--- config.mk ---
export PLATFORM = sky130hd
export DESIGN_NAME = ctrl_status_regs
export DESIGN_NICKNAME = d
export VERILOG_FILES = /design/src/rtl/ctrl_status_regs.sv
export SDC_FILE = /design/constraint.sdc
export NUM_CORES = 1
export LEC_CHECK = 0
export BUFFER_PORTS_ARGS = -buffer_cell sky130_fd_sc_hd__clkbuf_2
export CAP_MARGIN = 0
export CORE_MARGIN = 2
export CORE_UTILIZATION = 42
export DETAILED_ROUTE_END_ITERATION = 6
export GPL_TIMING_DRIVEN = 0
export HOLD_SLACK_MARGIN = 0.15
export PLACE_DENSITY = 0.84
export SLEW_MARGIN = 20
export SYNTH_ARGS = -nofsm -noshare
export SYNTH_HDL_FRONTEND = slang
export SYNTH_SLANG_ARGS = --single-unit
--- constraint.sdc ---
create_clock -name clk -period 4.38 [get_ports clk]
set_clock_uncertainty 0.15 [all_clocks]
set_input_delay 0.219 -clock clk [delete_from_list [all_inputs] [get_ports clk]]
set_output_delay 0.219 -clock clk [all_outputs]
set_load 0.005 [all_outputs]
--- src/rtl/ctrl_status_regs.sv ---
module ctrl_status_regs #(
  parameter int       ADDR_W    = 4,
  parameter int       H_W       = 11,
  parameter int       V_W       = 9,
  parameter int       HB_END    = 2,
  parameter int       HB_START  = 1096,
  parameter int       VB_NORM   = 225,
  parameter int       VB_OVER   = 240,
  parameter int       ROM_SLOW  = 8,
  parameter int       ROM_FAST  = 6,
  parameter logic [3:0] VERSION = 4'h2,
  parameter int       A_JOY1    = 0,
  parameter int       A_JOY2    = 1,
  parameter int       A_PORT    = 2,
  parameter int       A_SPEED   = 3,
  parameter int       A_NMI     = 4,
  parameter int       A_IRQ     = 5,
  parameter int       A_BLANK   = 6
) (
  input  logic              clk,
  input  logic              rst_n,
  input  logic [ADDR_W-1:0] addr,
  input  logic              wr,
  input  logic [7:0]        wdata,
  output logic [7:0]        rdata,
  input  logic [7:0]        open_bus,
  input  logic [1:0]        pad1_data,
  input  logic [1:0]        pad2_data,
  input  logic [H_W-1:0]    hcount,
  input  logic [V_W-1:0]    vcount,
  input  logic              overscan,
  input  logic              autopoll_busy,
  input  logic              nmi_flag,
  input  logic              irq_flag,
  output logic              pad_strobe,
  output logic              cnt_latch,
  output logic [7:0]        port_out,
  output logic [3:0]        rom_cycles
);

  localparam logic [ADDR_W-1:0] AJ1 = ADDR_W'(A_JOY1);
  localparam logic [ADDR_W-1:0] AJ2 = ADDR_W'(A_JOY2);
  localparam logic [ADDR_W-1:0] APT = ADDR_W'(A_PORT);
  localparam logic [ADDR_W-1:0] ASP = ADDR_W'(A_SPEED);
  localparam logic [ADDR_W-1:0] ANM = ADDR_W'(A_NMI);
  localparam logic [ADDR_W-1:0] AIQ = ADDR_W'(A_IRQ);
  localparam logic [ADDR_W-1:0] ABL = ADDR_W'(A_BLANK);
  localparam logic [H_W-1:0]    H_LO = H_W'(HB_END);
  localparam logic [H_W-1:0]    H_HI = H_W'(HB_START);
  localparam logic [V_W-1:0]    V_N  = V_W'(VB_NORM);
  localparam logic [V_W-1:0]    V_O  = V_W'(VB_OVER);

  logic wr_joy, wr_port, wr_speed, port_fall;
  logic hblank, vblank;

  assign wr_joy    = wr && (addr == AJ1);
  assign wr_port   = wr && (addr == APT);
  assign wr_speed  = wr && (addr == ASP);
  assign port_fall = wr_port && port_out[7] && !wdata[7];

  assign hblank = (hcount <= H_LO) || (hcount >= H_HI);
  assign vblank = vcount >= (overscan ? V_O : V_N);

  always_ff @(posedge clk or negedge rst_n) begin
    if (!rst_n) begin
      pad_strobe <= 1'b0;
      port_out   <= 8'hFF;
      cnt_latch  <= 1'b0;
      rom_cycles <= 4'(ROM_SLOW);
    end else begin
      cnt_latch <= port_fall;
      if (wr_joy)   pad_strobe <= wdata[0];
      if (wr_port)  port_out   <= wdata;
      if (wr_speed) rom_cycles <= wdata[0] ? 4'(ROM_FAST) : 4'(ROM_SLOW);
    end
  end

  always_comb begin
    unique case (addr)
      AJ1:     rdata = {open_bus[7:2], pad1_data};
      AJ2:     rdata = {open_bus[7:5], 3'b111, pad2_data};
      APT:     rdata = port_out;
      ANM:     rdata = {nmi_flag, open_bus[6:4], VERSION};
      AIQ:     rdata = {irq_flag, open_bus[6:0]};
      ABL:     rdata = {vblank, hblank, open_bus[5:1], autopoll_busy};
      default: rdata = open_bus;
    endcase
  end

endmodule

==> reports/qor.tcl <==
set qor(num_io_pins) 73
set qor(timing.critical_path.cells) {clkbuf_2, inv_1, ha_1, or4b_4, nor3_2, o211ai_1, a221o_1, clkbuf_2}
set qor(switching_share) 0.289
set qor(synth_area_per_cell_um2) 8.77
set qor(cp_top_family) {simple AND/OR/NAND/NOR gates}
set qor(numPortBuffers) 70
set qor(hold_path_class) {input port to register}
set qor(min_to) {pad_strobe$_DFFE_PN0P_}
set qor(data_required_time_of_the_worst_path_ps) 4010
set qor(critical_path.startpoint_type) {input port}
set qor(ys_seq_area_frac) 0.332
set qor(netSwitchingPower_mw) 0.113
set qor(power.share.clock) 0.220
set qor(tritoncts) {done}
set qor(antenna_cells_inserted) 0
set qor(fp.coreArea_um2) 2170
set qor(drive_above_1_share) 0.537
set qor(crit_path_end_kind) {output pin}
set qor(cts_setup_buffers) 0
set qor(ys_top_cells_by_area) {dfstp_2 25%, mux2_2 13%, dfrtp_1 8.0%}
set qor(worstRegToRegCells) 1
set qor(synth_largest_area_cell) {dfstp_2}
set qor(mappedNetlistNets) 160
set qor(clk-insertion-delay-late_ps) 270
set qor(detailed_place_hpwl_um) 2290
set qor(final-seq-area_um2) 312
set qor(fp.dieW_um) 51.3
set qor(die_area_um2) 2630
set qor(multiInputGateArea_um2) 573
set qor(synth_area_um2) 938
set qor(ys_seq_elements) 12
set qor(slowest_delay_ps) 480
set qor(route.detailed.vias_per_inst) 5.25
set qor(cts_repair_resizes) 0
set qor(globalRoute.totalOverflow) 0
set qor(global_route_wire_length_before_repair_um) 4350
set qor(nNetsFinal) 244
set qor(holdCritStartpoint) {wr}
set qor(rsz_0062_raised_after_global_routing) {false}
set qor(design_power_total_mw) 0.389
set qor(async_flop_share) 1.00
set qor(grt_usage) 0.213
set qor(run_status) {finished clean}
set qor(worstPathMaxFanout) 2
set qor(vias) 1145
set qor(ys.flop_type) {dfstp_2}
set qor(initial_core_util) 0.433
set qor(cp_data_arrival_time_ps) 1740
set qor(critical-path-slowest-cell) {or4b_4}
set qor(antenna_found_initial) 0
set qor(max-clock-path-buffers) 2
set qor(min_delay_path_depth) 3
set qor(power_frac_seq) 0.433
set qor(route.antenna.remaining_nets) 0
set qor(cts_made_buffers) 3
set qor(final-hold-violation-count) 0
set qor(final_period_minus_worst_setup_slack_ps) 2110
set qor(first_global_vias) 1080
set qor(drc) 0
set qor(maxCapViolations) 0
set qor(gp_congestion) 0.792
set qor(regToRegStartpoint) {port_out[7]$_DFFE_PN1P_}
set qor(area.growth.synth_to_final_pct) 54.5
set qor(p_leak_nw) 0.720
set qor(n_fill_cell) 189
set qor(finalNonFillerCells) 218
set qor(placed_cells_incl_taps) 205
set qor(clock_tree.root_cell) {clkbuf_4}
set qor(drc_marker_count_from_the_first_detailed_route_iteration) 12
set qor(synth.distinct_cells) 39
set qor(setup_slack_on_the_worst_flop_to_flop_path_ps) 3410
set qor(grt_start_max_net_pins) 13
set qor(rr_endpoint) {cnt_latch$_DFF_PN0_}
set qor(cts_htree_levels) 1
set qor(placementRows) 17
set qor(synthesis.yosys.warnings) 0
set qor(final.setup.tns_ps) 0
set qor(syn-instance-count) 107
set qor(cts_hold_buffers_added) 9
set qor(synth_edf_count) 0
set qor(wire_per_inst_um) 12.8
set qor(die_h_um) 51.3
set qor(crit_type) {input port to output pin}
set qor(wirelength_um) 2800
set qor(worst_setup_hold_path_clk_slew_ps) 70
set qor(cpMostUsedCell) {clkbuf_2}
set qor(layout_commonest_cell) {clkbuf_2}
set qor(pwr-share-comb) 0.347
set qor(setup_viol) 0
set qor(power.density_cell_area_nw_per_um2) 269
set qor(intPower_mw) 0.277
set qor(fmaxAchievable_mhz) 473
set qor(cp.buffers_inverters) 3
set qor(tritoncts_num_sinks) 12
set qor(yosys.area.top_type_share) 0.252
set qor(peakVddDrop_uv) 223
set qor(final_min_period_over_clock_period) 0.482
set qor(drt_pass1_iterations) 4
set qor(timing.final.max_slew_violations) 0
set qor(most-common-layout-cells) {70 x clkbuf_2, 11 x nand2_1, 11 x o21ai_0, 11 x mux2_2}
==> stage by stage <==
stage	hold WS [ps]	area, um^2	util	setup WS [ps]
global placement	-46.3	1320	0.610	2270
CTS	168	1450	0.668	2250
finish	172	1450	0.668	2270
global route	190	1450	0.668	2190
detailed placement	-34.6	1320	0.610	2270
floorplan	-227	938	-	2500
==> layer usage <==
metal	part of all wire	GRT usage
met2	0.55	0.403
met5	0	0
met1	0.37	0.239
met4	0.0093	0.0658
met3	0.069	0.0380
==> cells in the mapped netlist, drive strengths merged, types with 2 or more instances <==
master / n
inv: 5
ha: 2
clkbuf: 4
a21oi: 6
nor2: 4
mux2: 11
dfrtp: 3
dfstp: 9
nand2b: 2
a22o: 2
nor2b: 3
o41ai: 2
nand2: 11
nand3: 5
o2bb2ai: 2
a31oi: 2
nor3: 4
o21ai: 11
buf: 3
==> worst max-delay path by stage <==
stage               cells past startpoint  slack, ps        to  startpoint
finish                                  8       2270  rdata[7]    overscan
global route                            8       2190  rdata[7]    overscan
CTS                                     8       2250  rdata[7]    overscan
detailed placement                      8       2270  rdata[7]    overscan
global placement                        8       2270  rdata[7]   vcount[0]
floorplan                               6       2500  rdata[7]   vcount[0]
==> power groups by stage <==
stage	Combinational (mW)	Clock, mW	Sequential [mW]
after floorplan	0.0586	0	0.167
after global placement	0.123	0	0.167
after detailed placement	0.128	0	0.170
after CTS	0.135	0.0884	0.168
after global routing	0.148	0.0910	0.172
final	0.135	0.0857	0.168
==> sequential cells by signal, summed over array words and instances (netlist names) <==
name        flops
pad_strobe      1
cnt_latch       1
port_out        8
rom_cycles      2
==> layout make-up <==
class	count	area share
multi-input combinational	83	0.395
timing repair buffer	79	0.304
sequential	12	0.215
clock buffer	4	0.0250
buffer	7	0.0242
tap	28	0.0242
inverter	5	0.0129
==> kinds of logic (layout without fill, tap and decap cells) <==
family	Yosys count	count (layout)	synth area share
flip-flops	12	12	0.332
AND/OR/NAND/NOR	35	35	0.207
AO/OA/AOI/OAI	34	34	0.241
other	1	1	0.00400
buffers and inverters	12	95	0.0573
multiplexers	11	11	0.132
adder cells (fa/ha/maj)	2	2	0.0267
(Power assumes the default switching activity.)
